==> config.mk <==
export PLATFORM = sky130hd
export DESIGN_NAME = chg_trk_top
export DESIGN_NICKNAME = d
export VERILOG_FILES = /design/src/rtl/chg_trk_pkg.sv /design/src/rtl/chg_trk_comp.sv /design/src/rtl/chg_trk_temp.sv /design/src/rtl/chg_trk_top.sv
export SDC_FILE = /design/constraint.sdc
export NUM_CORES = 1
export LEC_CHECK = 0
export ABC_AREA = 1
export BUFFER_PORTS_ARGS = -buffer_cell sky130_fd_sc_hd__buf_2
export CAP_MARGIN = 20
export CORE_ASPECT_RATIO = 1.4
export CORE_MARGIN = 2
export CORE_UTILIZATION = 50
export CTS_CLUSTER_SIZE = 25
export DETAILED_ROUTE_END_ITERATION = 6
export GPL_TIMING_DRIVEN = 1
export PLACE_DENSITY_LB_ADDON = 0.08
export SKIP_CTS_REPAIR_TIMING = 1
export SLEW_MARGIN = 15
export SYNTH_ARGS = -nofsm -noshare
export SYNTH_HDL_FRONTEND = slang
export SYNTH_HIERARCHICAL = 1
export SYNTH_SLANG_ARGS = --single-unit
==> constraint.sdc <==
create_clock -name clk -period 5.5 [get_ports clk]
set_clock_uncertainty 0.15 [all_clocks]
set_input_delay 1.375 -clock clk [delete_from_list [all_inputs] [get_ports clk]]
set_output_delay 1.375 -clock clk [all_outputs]
set_load 0.03 [all_outputs]
==> src/rtl/chg_trk_pkg.sv <==
package chg_trk_pkg;
  typedef enum logic {
    DIR_DISCHARGE = 1'b0,
    DIR_CHARGE    = 1'b1
  } dir_e;
endpackage

==> src/rtl/chg_trk_comp.sv <==
module chg_trk_comp
  import chg_trk_pkg::*;
#(
  parameter int CHG_W = 16
) (
  input  logic             clk,
  input  logic             rst,
  input  logic             fire,
  input  dir_e             dir,
  input  logic [CHG_W-1:0] raw,
  input  logic [CHG_W-1:0] rate,
  output logic [CHG_W-1:0] comp_q,
  output logic [CHG_W-1:0] comp_nxt
);
  logic rate_lower;

  assign rate_lower = (rate < comp_q);

  always_comb begin
    comp_nxt = comp_q;
    if (fire) begin
      if (dir == DIR_CHARGE) comp_nxt = raw;
      else if (rate_lower)   comp_nxt = rate;
    end
  end

  always_ff @(posedge clk) begin
    if (rst) comp_q <= raw;
    else     comp_q <= comp_nxt;
  end

  a_r5_disch_nonincr: assert property (@(posedge clk) disable iff (rst)
    (fire && dir == DIR_DISCHARGE) |=> (comp_q <= $past(comp_q)));

  a_r3_disch_lower_loads: assert property (@(posedge clk) disable iff (rst)
    (fire && dir == DIR_DISCHARGE && rate < comp_q) |=> (comp_q == $past(rate)));

  a_r6_charge_tracks_raw: assert property (@(posedge clk) disable iff (rst)
    (fire && dir == DIR_CHARGE) |=> (comp_q == $past(raw)));

  a_r2_comp_hold: assert property (@(posedge clk) disable iff (rst)
    !fire |=> $stable(comp_q));
endmodule

==> src/rtl/chg_trk_temp.sv <==
module chg_trk_temp #(
  parameter int CHG_W = 16
) (
  input  logic             clk,
  input  logic             rst,
  input  logic             fire,
  input  logic             cold,
  input  logic [CHG_W-1:0] raw,
  input  logic [CHG_W-1:0] comp_nxt,
  input  logic [CHG_W-1:0] derate,
  output logic [CHG_W-1:0] temp_q
);
  localparam logic [CHG_W-1:0] ZERO = '0;

  logic [CHG_W-1:0] derated;
  logic [CHG_W-1:0] load_val;

  always_comb begin
    if (derate >= comp_nxt) derated = ZERO;
    else                    derated = comp_nxt - derate;
    load_val = cold ? derated : comp_nxt;
  end

  always_ff @(posedge clk) begin
    if (rst)       temp_q <= raw;
    else if (fire) temp_q <= load_val;
  end

  a_r2_temp_hold: assert property (@(posedge clk) disable iff (rst)
    !fire |=> $stable(temp_q));

  a_r9_floor_zero: assert property (@(posedge clk) disable iff (rst)
    (fire && cold && derate >= comp_nxt) |=> (temp_q == ZERO));
endmodule

==> src/rtl/chg_trk_top.sv <==
module chg_trk_top
  import chg_trk_pkg::*;
#(
  parameter int CHG_W = 16
) (
  input  logic             clk,
  input  logic             rst,
  input  logic             upd_valid,
  output logic             upd_ready,
  input  logic             chg_mode,
  input  logic             cold,
  input  logic [CHG_W-1:0] raw_chg,
  input  logic [CHG_W-1:0] rate_chg,
  input  logic [CHG_W-1:0] derate,
  output logic [CHG_W-1:0] comp_chg,
  output logic [CHG_W-1:0] temp_chg
);
  logic             fire;
  dir_e             dir;
  logic [CHG_W-1:0] comp_nxt;

  assign upd_ready = 1'b1;
  assign fire      = upd_valid && upd_ready;
  assign dir       = chg_mode ? DIR_CHARGE : DIR_DISCHARGE;

  chg_trk_comp #(.CHG_W(CHG_W)) u_comp (
    .clk(clk), .rst(rst), .fire(fire), .dir(dir),
    .raw(raw_chg), .rate(rate_chg),
    .comp_q(comp_chg), .comp_nxt(comp_nxt)
  );

  chg_trk_temp #(.CHG_W(CHG_W)) u_temp (
    .clk(clk), .rst(rst), .fire(fire), .cold(cold),
    .raw(raw_chg), .comp_nxt(comp_nxt), .derate(derate),
    .temp_q(temp_chg)
  );

  a_r10_temp_le_comp: assert property (@(posedge clk) disable iff (rst)
    1'b1 |=> (temp_chg <= comp_chg));

  a_r7_warm_copy: assert property (@(posedge clk) disable iff (rst)
    (upd_valid && !cold) |=> (temp_chg == comp_chg));
endmodule

Word-level counts from Yosys, hierarchy flattened
Index checks and enable logic that the tools add are counted.
Storage, ports and cells
  word-level logic and storage cells: 15
  register bits after elaboration: 32
  input port bits: 53
Cells by class
  reduce and logical (&&, ||, !) cells: 1
  magnitude comparators: 2
  multiplexer cells: 9
  $add $sub $neg: 1
Operator list (count)
  $mux W16: 8
  $ge A16 B16 Y1: 1
  $lt A16 B16 Y1: 1
  $sub A16 B16 Y16: 1
  $reduce_bool A2 Y1: 1
  $mux W1: 1

Logic depth before layout (Yosys ltp)
Gate-level depths: netlist of run 1.
  depth after elaboration: 9
  depth in mapped cells: 29

Cells and area by module
The synthesis of run 1 kept the hierarchy.
Modules (own cells, without submodules)
  chg_trk_temp: sequential area each 480.5 µm², area each 2008.2 µm², cells an instance 333, instances 1
  chg_trk_comp: sequential area each 320.3 µm², area each 1745.4 µm², cells an instance 273, instances 1
  chg_trk_top: sequential area each 0.0 µm², area each 11.3 µm², cells an instance 2, instances 1

Worst setup path after synthesis of run 1
No wires, ideal clock.
  path kind: input-to-reg
  from: input rate_chg[11]
  to: register u_temp.temp_q[2] (data pin)
  path buffers: 1
  stages: 25
  setup slack: 1.203 ns
  library setup time: 0.140 ns
  arrival time: 4.007 ns
  cell sequence: ha_1 nand2_1 o21bai_4 a21oi_2 nor2_4 nand2_4 nand2_1 nand3_1 nand2_1 nand2_1 inv_1 ha_1 fa_1 inv_1 nand3_1 nand3_1 nand2_1 nand2_1 nand2_1 nand2_1 nand2_2 inv_2 buf_6 nand2_1 a21oi_2
On the way
  longest elaborated chain between the ends: 9
  elaborated cells between the ends (all ways): 10
  those cells by class: 1 x add/sub; 2 x order compare; 7 x mux
RTL lines
  start: declaration: RTL line chg_trk_top.sv:13  | input logic [CHG_W-1:0] rate_chg,
  $lt A16 B16 Y1 *: RTL line chg_trk_comp.sv:17  | assign rate_lower = (rate < comp_q);
  $mux W16 *: RTL line chg_trk_comp.sv:23  | else if (rate_lower) comp_nxt = rate;
  $mux W16 *: RTL line chg_trk_comp.sv:22  | if (dir == DIR_CHARGE) comp_nxt = raw;
  $mux W16 *: RTL line chg_trk_comp.sv:21  | if (fire) begin
  net comp_nxt[0]: RTL line chg_trk_top.sv:20  | logic [CHG_W-1:0] comp_nxt;
  $sub A16 B16 Y16 or $ge A16 B16 Y1 (tied branches): RTL line chg_trk_temp.sv:20, chg_trk_temp.sv:19
  $mux W16 *: RTL line chg_trk_temp.sv:19  | if (derate >= comp_nxt) derated = ZERO;
  $mux W16 *: RTL line chg_trk_temp.sv:21  | load_val = cold ? derated : comp_nxt;
  $mux W16 *: RTL line chg_trk_temp.sv:26  | else if (fire) temp_q <= load_val;
  $mux W16 *: RTL line chg_trk_temp.sv:25  | if (rst) temp_q <= raw;
  end signal: assignment: RTL line chg_trk_temp.sv:25
  end signal: assignment: RTL line chg_trk_temp.sv:26
  end: declaration: RTL line chg_trk_temp.sv:11  | output logic [CHG_W-1:0] temp_q
The timed path passes the listed nets; every way through them passes the cells marked *. The select of a mux whose other input is x is not followed.
A chain may end at the register's enable or synchronous reset.

Worst setup path after layout of run 1
  from: input rate_chg[15]
  to: register u_temp.temp_q[5] (data pin)
The elaborated chain is that of the path after synthesis.

==> results of run 1 <==
==> metrics by stage <==
| step | util, % | hold WS (ns) |
|---|---|---|
| 2_1_floorplan | - | 0.5637 |
| 5_1_grt | 57.66 | 0.5486 |
| 3_3_place_gp | 56.62 | 0.4829 |
| 6_report | 57.66 | 0.4988 |
| 4_1_cts | 57.66 | 0.4991 |
| 3_5_place_dp | 56.62 | 0.4894 |
==> critical path, cell delays in order <==
cell and delay, ns:
sky130_fd_sc_hd__buf_2 0.11, sky130_fd_sc_hd__ha_1 0.32, sky130_fd_sc_hd__nand4_2 0.15, sky130_fd_sc_hd__nor3_2 0.20, sky130_fd_sc_hd__nand2_4 0.17, sky130_fd_sc_hd__nand2_4 0.22
sky130_fd_sc_hd__nand2_1 0.07, sky130_fd_sc_hd__nand3_1 0.07, sky130_fd_sc_hd__nand2_1 0.05, sky130_fd_sc_hd__nand2_1 0.11, sky130_fd_sc_hd__inv_1 0.06, sky130_fd_sc_hd__ha_1 0.20
sky130_fd_sc_hd__fa_1 0.40, sky130_fd_sc_hd__inv_1 0.11, sky130_fd_sc_hd__nand3_1 0.08, sky130_fd_sc_hd__nand3_1 0.14, sky130_fd_sc_hd__nand2_1 0.08, sky130_fd_sc_hd__nand2_1 0.09
sky130_fd_sc_hd__nand2_1 0.05, sky130_fd_sc_hd__nand2_1 0.06, sky130_fd_sc_hd__nand2_2 0.08, sky130_fd_sc_hd__inv_2 0.19, sky130_fd_sc_hd__nand2_1 0.10, sky130_fd_sc_hd__a21oi_2 0.12
==> cells in the final DEF (no fill, tap or decap), drive strengths merged, types with 6 or more instances in the layout <==
cell type,netlist,routed
dfxtp,16,16
nand3,47,47
nand4,6,6
edfxtp,16,16
nand2,246,246
nor2,76,76
inv,93,93
a21oi,38,38
buf,9,85
ha,31,31
xor2,6,6
clkbuf,9,7
==> Yosys cell counts (all sizes together) <==
master,number
a21oi,38
and2,4
buf,9
clkbuf,9
clkinv,1
conb,1
dfxtp,16
dlygate4sd1,1
edfxtp,16
fa,1
ha,31
inv,93
nand2,246
nand3,47
nand4,6
nor2,76
nor3,3
o21ai,1
o21bai,1
or2,1
xnor2,1
xor2,6
==> power by group <==
group / total [mW] / leakage (nW) / switching (mW) / internal, mW
logic: 0.514 / 2.10 / 0.340 / 0.175
registers: 0.302 / 0.299 / 0.0200 / 0.282
clock network: 0.169 / 0.0383 / 0.0822 / 0.0870
==> logic make-up after synthesis <==
logic type                 after synthesis  synth area share [%]
DFF                                     32                 21.27
and+or+nand+nor                        383                 45.33
xor gates and xnor gates                 7                 1.628
buffers and inverters                  113                 13.96
other                                    1               0.09961
adders and majority gates               32                 10.83
AOI/OAI and AO/OA                       40                 6.879
==> area by class of cell <==
class / instances / area [sq um] / share of cell area (%)
Timing Repair Buffer: 85 / 427.9 / 10.15
Inverter: 94 / 352.8 / 8.365
Tap cell: 97 / 121.4 / 2.877
Sequential cell: 32 / 800.8 / 18.99
Clock buffer: 7 / 76.32 / 1.810
Multi-Input combinational cell: 463 / 2439 / 57.82
==> registers in the layout, indices dropped and copies added (netlist names) <==
signal and flops:
u_temp/temp_q 16, u_comp/comp_q 16
==> per-layer routing <==
layer	vias up	GRT usage, %
li1	2012	-
met1	1703	25.65
met2	101	44.97
met3	19	1.599
met4	0	10.33
met5	-	0
==> worst paths after layout <==
kind | from | end | slack, ns
min | u_comp/comp_q[14]$_DFF_P_ | u_comp/comp_q[14]$_DFF_P_ | 0.50
max reg2reg | u_comp/comp_q[15]$_DFF_P_ | u_temp/temp_q[5]$_DFFE_PP_ | 1.64
max | rate_chg[15] | u_temp/temp_q[5]$_DFFE_PP_ | 0.88
min reg2reg | u_comp/comp_q[14]$_DFF_P_ | u_comp/comp_q[14]$_DFF_P_ | 0.50
==> Flow_metrics.wiki, run 1 <==
{| class="wikitable"
! Metric !! Value
|-
| Final setup slack of the worst path || 0.8800 ns
|-
| Number of filler instances in the final layout || 787
|-
| HPWL reported at the end of detailed placement || 8063 um
|-
| Count of unique library cells instantiated by Yosys || 34
|-
| Cell types with the largest area share after synthesis || sky130_fd_sc_hd__nand2_1 (21%), sky130_fd_sc_hd__edfxtp_1 (13%), sky130_fd_sc_hd__ha_1 (10%)
|-
| TNS Setup || 0 ns
|-
| Worst IR Drop VDD || 0.1179 mV
|-
| Register clock-pin slew on the reported worst setup and hold paths || 0.06 ns
|-
| Hold/Removal Path Class || reg2reg
|-
| Net count of the mapped netlist || 693
|-
| Leak || 2.440 nW
|-
| Maximum clock frequency || 0.2165 GHz
|-
| Routed wl met3 || 347 um
|-
| WHS Path Cells || 4
|-
| 1st-iter DRT viols || 191
|-
| Total power of the final layout || 985.8 uW
|-
| Worst path arrival time || 4.61 ns
|-
| Remaining global-route overflow || 0
|-
| Antenna Violating Nets Remaining || 0
|-
| Number of standard cells in the final layout excluding fillers || 778
|-
| Weighted congestion reported at the end of routability-driven placement || 0.8739
|-
| Total vias in the final route || 3835
|-
| Pre-CTS setup slack || 0.5931 ns
|-
| Core area || 7315 sq um
|-
| Maximum count of clock buffers along a single path || 2
|-
| Final setup violation count || 0
|-
| Unrepaired setup endpoints after global routing || no
|-
| Max Transition Viols Final || 0
|-
| Startpoint type of the worst setup path || input pin
|-
| Total clock buffers created by CTS || 5
|-
| Floorplan die height || 106.7 um
|-
| Headroom to the max-slew limit || 60.07%
|-
| Initial antenna violation count || 0
|-
| Area of the die || 8249 sq um
|-
| Wire length of the first global-routing pass || 15540 um
|-
| Uppermost routed layer || met4
|-
| Final std cell area, no fill || 4218 sq um
|-
| Root buffer selected by CTS || sky130_fd_sc_hd__clkbuf_8
|-
| Met2 WL || 4974 um
|-
| Site row count || 37
|-
| Path depth of the worst reg2reg path || 24
|-
| Instance count of the mapped netlist || 608
|-
| Share of cells above drive strength 1 || 23.49%
|-
| Antenna fix cells || 0
|-
| TritonCTS clock tree || done
|-
| Yosys synthesis warning count || 6
|-
| Critical Path Sink Type || flip-flop
|-
| Top-level I/O count || 86
|-
| Required time reported for the critical path endpoint || 5.49 ns
|-
| Number of nets in the layout || 766
|-
| PwrDens || 233.7 nW/um^2
|-
| Outcome || finished, final reports clean
|-
| Length of the first detailed-routing pass in iterations || 5
|-
| Chip Width || 77.34 um
|-
| Fraction of the yosys area taken by sequential cells || 21.27%
|-
| Fin. Hold Viols || 0
|-
| Share of the cycle needed by the critical path after routing || 84.00%
|-
| Top cell type by total area after synthesis || sky130_fd_sc_hd__nand2_1
|-
| Final Routed Wirelength || 9695 um
|-
| Maximum number of pins on one net before global-route repair || 33
|-
| Summed instance area of the synthesized netlist || 3765 sq um
|-
| Post-detailed-placement cell area || 4141 sq um
|-
| Routed wire length per instance || 12.46 um
|-
| Largest fanout of any net on the critical path || 17
|-
| Via count of the first global-routing pass || 3542
|-
| Growth of design area from synthesis to finish || 12.03%
|-
| Drt drc || 0
|-
| Total Routing Usage GR || 23.28%
|-
| Post-placement cell count || 771
|-
| Starting density of the core || 51.47%
|-
| Worst setup path category || in2reg
|-
| Max Cap Viol || 0
|-
| Proportion of netlist area held by the largest area contributor || 21.04%
|-
| Latest clock arrival within the worst-skew pair || 0.28 ns
|-
| Pin slew with the least headroom to its limit || 0.5983 ns
|-
| Mean instance size in the synthesized netlist || 6.192 sq um
|-
| Ratio of routed vias to standard cells || 4.929
|-
| Synth Register Bits || 32
|-
| H-tree lvl count || 2
|-
| Crit path time final || 4.620 ns
|-
| IO buf count || 84
|-
| Met1 wire length || 4079 um
|-
| Clock sink total || 32
|}
Power figures use the tool's default switching activity.
==> run 2: changes to the inputs <==
==> constraint.sdc (replaced) <==
create_clock -name clk -period 4.8 [get_ports clk]
set_clock_uncertainty 0.15 [all_clocks]
set_input_delay 1.2 -clock clk [delete_from_list [all_inputs] [get_ports clk]]
set_output_delay 1.2 -clock clk [all_outputs]
set_load 0.03 [all_outputs]
==> run 2 against run 1 <==
- critical path depth up 1
- total power up 15%
- count of clock-buffer cells in the layout decreased by 2
- register-to-register slack got worse by 0.61 ns
- non-clock buffer count is 2 higher
- hold slack got worse by 0.0045 ns
- die area stayed put
- sequential share of layout area shrank 0.095 points
- design area grew 0.50%
- sequential cell count unchanged
- cell count is 0.39% higher
==> Flow_metrics.wiki, run 2 (synthesis gave the netlist of run 1 again) <==
{| class="wikitable"
! Metric !! Value
|-
| Outcome || finished, final reports clean
|-
| Antenna fix cells || 0 (unchanged)
|-
| Required time reported for the critical path endpoint || 4.78 ns (-0.71 ns)
|-
| Post-detailed-placement cell area || 4156 sq um (+0.36%)
|-
| Drt drc || 0 (unchanged)
|-
| End of the worst register-to-register path || u_temp/temp_q[15]$_DFFE_PP_
|-
| Remaining global-route overflow || 0 (unchanged)
|-
| Multi-input gate area || 2439 sq um (unchanged)
|-
| Worst path arrival time || 4.35 ns (-0.26 ns)
|-
| Most common library cell in the layout ignoring fill and taps || sky130_fd_sc_hd__nand2_1
|-
| Number of nets in the layout || 768 (+0.26%)
|-
| Max Transition Viols Final || 0 (unchanged)
|-
| Max Cap Viol || 0 (unchanged)
|-
| Critical Path Max Stage Delay || 0.41 ns (about the same)
|-
| Worst IR Drop VDD || 0.1060 mV (-10%)
|-
| Maximum number of pins on one net before global-route repair || 33 (unchanged)
|-
| Routed wire length per instance || 12.29 um (-1.4%)
|-
| Maximum count of clock buffers along a single path || 2 (unchanged)
|-
| Net switching power || 505.8 uW (+14%)
|-
| Final std cell area, no fill || 4239 sq um (+0.50%)
|-
| Cell repeated most along the worst path || sky130_fd_sc_hd__nand2_1
|-
| Clock sink total || 32 (unchanged)
|-
| Ratio of routed vias to standard cells || 4.864 (-1.3%)
|-
| Register clock-pin slew on the reported worst setup and hold paths || 0.06 ns (about the same)
|-
| Largest fanout of any net on the critical path || 17 (unchanged)
|-
| Fin. Hold Viols || 0 (unchanged)
|-
| Total area of sequential cells || 800.8 sq um (unchanged)
|-
| Root buffer selected by CTS || sky130_fd_sc_hd__clkbuf_8
|-
| Portion of total power attributed to the clock network || 16.7% (-0.5 points)
|-
| Cell type group with the largest total delay on the critical path || simple AND/OR/NAND/NOR gates
|-
| Share of the cycle needed by the critical path after routing || 91.14%
|-
| PwrDens || 266.8 nW/um^2 (+14%)
|-
| Reg-to-reg startpoint || u_comp/comp_q[5]$_DFF_P_
|-
| Worst setup path category || in2reg
|-
| Total clock buffers created by CTS || 5 (unchanged)
|-
| Path depth of the worst reg2reg path || 25 (+4.2%)
|-
| CP bufs+invs || 4 (unchanged)
|-
| Chip Width || 77.34 um (unchanged)
|-
| Worst setup path startpoint || rate_chg[5]
|-
| Length of the first detailed-routing pass in iterations || 4 (-1)
|-
| Total vias in the final route || 3799 (-0.94%)
|-
| Hold/Removal Path Class || reg2reg
|-
| Termination of the worst setup path || u_temp/temp_q[15]$_DFFE_PP_
|-
| Weighted congestion reported at the end of routability-driven placement || 0.8768 (+0.33%)
|-
| Maximum clock frequency || 0.2286 GHz
|-
| Site row count || 37 (unchanged)
|-
| Crit path time final || 4.374 ns
|-
| Leak || 2.457 nW (+0.68%)
|-
| Area of the die || 8249 sq um (unchanged)
|-
| Core area || 7315 sq um (unchanged)
|-
| Floorplan die height || 106.7 um (unchanged)
|-
| Levels on crit path || 25 (+4.2%)
|-
| Part of the total power dissipated in sequential elements || 30.6% (about the same)
|-
| Final Routed Wirelength || 9600 um (-0.98%)
|-
| Total internal power || 625.3 uW (+15%)
|-
| Antenna Violating Nets Remaining || 0 (unchanged)
|-
| Share of cells above drive strength 1 || 23.98% (+0.48 points)
|-
| TNS Setup || 0 ns (unchanged)
|-
| Standard cell with the maximum stage delay on the critical path || sky130_fd_sc_hd__fa_1
|-
| WHS Path Cells || 4 (unchanged)
|-
| Starting density of the core || 51.47% (unchanged)
|-
| Leading cell types in the layout, fill and taps excluded || sky130_fd_sc_hd__nand2_1 (211), sky130_fd_sc_hd__inv_1 (88), sky130_fd_sc_hd__buf_2 (84), sky130_fd_sc_hd__nor2_1 (74), sky130_fd_sc_hd__nand3_1 (37)
|-
| Reg2Reg Setup Slack || 1.03 ns (-0.61 ns)
|-
| Initial antenna violation count || 0 (unchanged)
|-
| Growth of design area from synthesis to finish || 12.60%
|-
| Switching fraction of total power || 44.71% (-0.11 points)
|-
| Comb power frac || 52.6% (+0.4 points)
|-
| Top-level I/O count || 86 (unchanged)
|-
| Unrepaired setup endpoints after global routing || no
|-
| Top flop regs || u_comp/comp_q (16), u_temp/temp_q (16)
|-
| Pin slew with the least headroom to its limit || 0.5828 ns (-0.01551 ns)
|-
| Number of filler instances in the final layout || 799 (+1.5%)
|-
| Headroom to the max-slew limit || 61.10% (+1.0 points)
|-
| IO buf count || 84 (unchanged)
|-
| Final setup violation count || 0 (unchanged)
|-
| Latest clock arrival within the worst-skew pair || 0.27 ns (about the same)
|-
| 1st-iter DRT viols || 170 (-11%)
|-
| Total Routing Usage GR || 23.38% (+0.098 points)
|-
| Wire length of the first global-routing pass || 15650 um (+0.71%)
|-
| Via count of the first global-routing pass || 3534 (-0.23%)
|-
| Startpoint type of the worst setup path || input pin
|-
| TritonCTS clock tree || done
|-
| Critical Path Sink Type || flip-flop
|-
| H-tree lvl count || 2 (unchanged)
|-
| HPWL reported at the end of detailed placement || 8107 um (+0.55%)
|}
[run 2: layout make-up]
type                            instances  share of cell area, %
Clock inverter                          3                 0.3247
Multi-Input combinational cell        463                  57.53
Sequential cell                        32                  18.89
Inverter                               94                  8.323
Clock buffer                            5                  1.623
Timing Repair Buffer                   87                  10.45
Tap cell                               97                  2.863
[run 2: stage by stage]
step	total power, mW	worst slack (ns)	cells	utilization, %	hold WS (ns)
5_1_grt	1.227	0.1438	781	57.95	0.5444
4_1_cts	1.138	0.4715	781	57.95	0.4980
6_report	1.131	0.4255	781	57.95	0.4943
2_1_floorplan	0.8088	0.6776	608	-	0.5637
3_3_place_gp	0.9349	0.2895	773	56.83	0.4803
3_5_place_dp	0.9467	0.1843	773	56.83	0.4856
[run 2: power groups by stage]
stage          clock, mW  combinational [mW]  sequential (mW)
2_1_floorplan          0               0.398            0.411
3_3_place_gp           0               0.583            0.352
3_5_place_dp           0               0.594            0.353
4_1_cts            0.195               0.596            0.347
5_1_grt            0.208               0.668            0.351
6_report           0.189               0.595            0.346
[run 2: metal layers]
metal	wire, um	vias up	GRT usage, %	part of all wire, %
li1	-	2024	-	-
met1	4043	1675	26.57	42
met2	5128	88	45.40	53
met3	284	12	1.515	3.0
met4	144	0	8.036	1.5
met5	0	-	0	0
[run 2: worst min-delay path by stage]
stage / start / endpoint / slack [ns]
2_1_floorplan: u_comp/comp_q[0]$_DFF_P_ / u_comp/comp_q[0]$_DFF_P_ / 0.56
3_3_place_gp: u_comp/comp_q[11]$_DFF_P_ / u_comp/comp_q[11]$_DFF_P_ / 0.48
3_5_place_dp: u_comp/comp_q[11]$_DFF_P_ / u_comp/comp_q[11]$_DFF_P_ / 0.49
4_1_cts: u_comp/comp_q[11]$_DFF_P_ / u_comp/comp_q[11]$_DFF_P_ / 0.50
5_1_grt: u_comp/comp_q[7]$_DFF_P_ / u_comp/comp_q[7]$_DFF_P_ / 0.54
6_report: u_comp/comp_q[11]$_DFF_P_ / u_comp/comp_q[11]$_DFF_P_ / 0.49
[run 2: tightest hold or removal path, delay by kind of cell, from the launching register on]
family        cells  cell delay (ns)
simple gates      4             0.27
flops             1             0.34
==> run 3: changes to the inputs <==
--- a/config.mk
+++ b/config.mk
@@ -10,7 +10,7 @@
 export CAP_MARGIN = 20
 export CORE_ASPECT_RATIO = 1.4
 export CORE_MARGIN = 2
-export CORE_UTILIZATION = 50
+export CORE_UTILIZATION = 55
 export CTS_CLUSTER_SIZE = 25
 export DETAILED_ROUTE_END_ITERATION = 6
 export GPL_TIMING_DRIVEN = 1
@@ -21,3 +21,4 @@
 export SYNTH_HDL_FRONTEND = slang
 export SYNTH_HIERARCHICAL = 1
 export SYNTH_SLANG_ARGS = --single-unit
+export TNS_END_PERCENT = 50
==> run 3 against run 2 <==
- die area down 8.7%
- clock power about the same
- hold slack better by 0.00067 ns
- maximum frequency down 0.46%
- highest routed layer unchanged
- largest power group unchanged
==> Flow_metrics.wiki, run 3 (synthesis gave the netlist of run 1 again) <==
{| class="wikitable"
! Metric !! Value
|-
| Total clock buffers created by CTS || 5 (unchanged)
|-
| TNS Setup || 0 ns (unchanged)
|-
| Fin. Hold Viols || 0 (unchanged)
|-
| Multi-input gate area || 2447 sq um (+0.36%)
|-
| TritonCTS clock tree || done
|-
| Most common library cell in the layout ignoring fill and taps || sky130_fd_sc_hd__nand2_1
|-
| Share of the cycle needed by the critical path after routing || 91.56% (+0.42 points)
|-
| Maximum number of pins on one net before global-route repair || 33 (unchanged)
|-
| Final core utilization || 64.22% (+6.3 points)
|-
| Area of the die || 7533 sq um (-8.7%)
|-
| Register clock-pin slew on the reported worst setup and hold paths || 0.06 ns (about the same)
|-
| Ratio of routed vias to standard cells || 4.883 (+0.38%)
|-
| HPWL reported at the end of detailed placement || 7847 um (-3.2%)
|-
| Chip Width || 73.93 um (-4.4%)
|-
| Critical Path Sink Type || flip-flop
|-
| Max Cap Viol || 0 (unchanged)
|-
| Floorplan die height || 101.9 um (-4.5%)
|-
| Leading cell types in the layout, fill and taps excluded || sky130_fd_sc_hd__nand2_1 (211), sky130_fd_sc_hd__inv_1 (88), sky130_fd_sc_hd__buf_2 (84), sky130_fd_sc_hd__nor2_1 (74), sky130_fd_sc_hd__nand3_1 (37)
|-
| H-tree lvl count || 2 (unchanged)
|-
| Starting density of the core || 56.93% (+5.5 points)
|-
| Total vias in the final route || 3794 (-0.13%)
|-
| Drt drc || 0 (unchanged)
|-
| Wire length of the first global-routing pass || 15330 um (-2.0%)
|-
| Largest fanout of any net on the critical path || 12 (-5)
|-
| Routed wire length per instance || 12.09 um (-1.6%)
|-
| Number of filler instances in the final layout || 673 (-16%)
|-
| Maximum count of clock buffers along a single path || 2 (unchanged)
|-
| Hold/Removal Path Class || reg2reg
|-
| Critical Path Max Stage Delay || 0.40 ns (about the same)
|-
| Outcome || finished, final reports clean
|-
| Growth of design area from synthesis to finish || 12.79%
|-
| Standard cell with the maximum stage delay on the critical path || sky130_fd_sc_hd__fa_1
|-
| Pin slew with the least headroom to its limit || 0.5855 ns (+0.002637 ns)
|-
| Antenna fix cells || 0 (unchanged)
|-
| Crit path time final || 4.395 ns (+0.02037 ns)
|-
| Number of nets in the layout || 769 (+0.13%)
|-
| Critical path, cell by cell || buf_2 > ha_1 > nand2_1 > o21bai_4 > a21oi_2 > nor2_4 > nand3_1 > nand3_1 > nand2_1 > nand2_1 > inv_1 > ha_1 > fa_1 > inv_1 > nand3_1 > nand3_1 > nand2_1 > nand2_1 > nand2_1 > nand2_1 > nand2_2 > inv_2 > nand2_1 > a21oi_2
|-
| PwrDens || 267.3 nW/um^2 (+0.16%)
|-
| Worst IR Drop VDD || 0.1326 mV (+25%)
|-
| Startpoint type of the worst setup path || input pin
|-
| Core area || 6613 sq um (-9.6%)
|-
| Remaining global-route overflow || 0 (unchanged)
|-
| Required time reported for the critical path endpoint || 4.78 ns (about the same)
|-
| Worst path arrival time || 4.37 ns (+0.02 ns)
|-
| Site row count || 35 (-5.4%)
|-
| Maximum clock frequency || 0.2275 GHz (-0.46%)
|-
| Leak || 2.459 nW (about the same)
|-
| IO buf count || 84 (unchanged)
|-
| Cell repeated most along the worst path || sky130_fd_sc_hd__nand2_1
|-
| Share of cells above drive strength 1 || 23.80% (-0.18 points)
|-
| Worst setup path category || in2reg
|-
| Top flop regs || u_comp/comp_q (16), u_temp/temp_q (16)
|-
| Total Routing Usage GR || 25.55% (+2.2 points)
|-
| Unrepaired setup endpoints after global routing || no
|-
| Via count of the first global-routing pass || 3553 (+0.54%)
|-
| Top-level I/O count || 86 (unchanged)
|-
| Latest clock arrival within the worst-skew pair || 0.27 ns (about the same)
|-
| Initial antenna violation count || 0 (unchanged)
|-
| Antenna Violating Nets Remaining || 0 (unchanged)
|-
| Weighted congestion reported at the end of routability-driven placement || 0.9150 (+4.4%)
|-
| Total area of sequential cells || 800.8 sq um (unchanged)
|-
| Length of the first detailed-routing pass in iterations || 5 (+1)
|-
| Final setup violation count || 0 (unchanged)
|-
| Root buffer selected by CTS || sky130_fd_sc_hd__clkbuf_8
|-
| 1st-iter DRT viols || 169 (-0.59%)
|-
| Headroom to the max-slew limit || 60.93% (-0.18 points)
|-
| Max Transition Viols Final || 0 (unchanged)
|-
| Final Routed Wirelength || 9394 um (-2.1%)
|-
| Clock sink total || 32 (unchanged)
|}
[run 3: cell types whose count changed in the layout (fill, tap and decap cells not counted), sizes merged]
cell    previous run  this run
clkbuf             5         7
clkinv             4         2
buf               87        88
[run 3: cell type report]
type | count | area share (%)
Clock buffer | 7 | 1.797
Clock inverter | 1 | 0.08839
Inverter | 94 | 8.309
Multi-Input combinational cell | 463 | 57.63
Sequential cell | 32 | 18.86
Tap cell | 92 | 2.711
Timing Repair Buffer | 88 | 10.61
[run 3: worst paths after layout]
path                                           startpoint                    endpoint  slack [ns]  cells after the start
worst max-delay path                         rate_chg[11]  u_temp/temp_q[2]$_DFFE_PP_        0.41                     24
worst min-delay path            u_comp/comp_q[13]$_DFF_P_   u_comp/comp_q[13]$_DFF_P_        0.49                      4
worst max register to register  u_comp/comp_q[11]$_DFF_P_  u_temp/temp_q[2]$_DFFE_PP_        1.00                     25
worst min register to register  u_comp/comp_q[13]$_DFF_P_   u_comp/comp_q[13]$_DFF_P_        0.49                      4
[run 3: worst max-delay path, delay by kind of cell]
kind / cells / cell delay, ns
buffers and inverters: 4 / 0.44
adder cells (fa/ha/maj): 3 / 0.91
AND/OR/NAND/NOR: 14 / 1.46
AO/OA/AOI/OAI: 3 / 0.35
[run 3: metrics by stage]
step | setup WS [ns] | total power [mW] | instance area (sq um) | hold WS, ns | std cells
6_report | 0.4051 | 1.135 | 4247 | 0.4950 | 777
5_1_grt | 0.03235 | 1.227 | 4247 | 0.5445 | 777
4_1_cts | 0.3406 | 1.129 | 4215 | 0.5002 | 774
3_5_place_dp | 0.05957 | 0.9384 | 4135 | 0.4863 | 766
3_3_place_gp | 0.2007 | 0.9239 | 4135 | 0.4828 | 766
2_1_floorplan | 0.6776 | 0.8088 | 3765 | 0.5637 | 608
[run 3: metal layers]
| layer | GRT usage (%) | vias to the layer above | part of all wire, % |
|---|---|---|---|
| met4 | 7.832 | 0 | 1.2 |
| met3 | 2.367 | 10 | 3.6 |
| met1 | 29.83 | 1676 | 41 |
| met5 | 0 | - | 0 |
| li1 | - | 2025 | - |
| met2 | 48.15 | 83 | 54 |
[run 3: power by group]
part	internal, mW	total [mW]	switching, mW
registers	0.323	0.346	0.0227
logic	0.207	0.599	0.392
clock network	0.101	0.190	0.0891
total	0.631	1.13	0.504
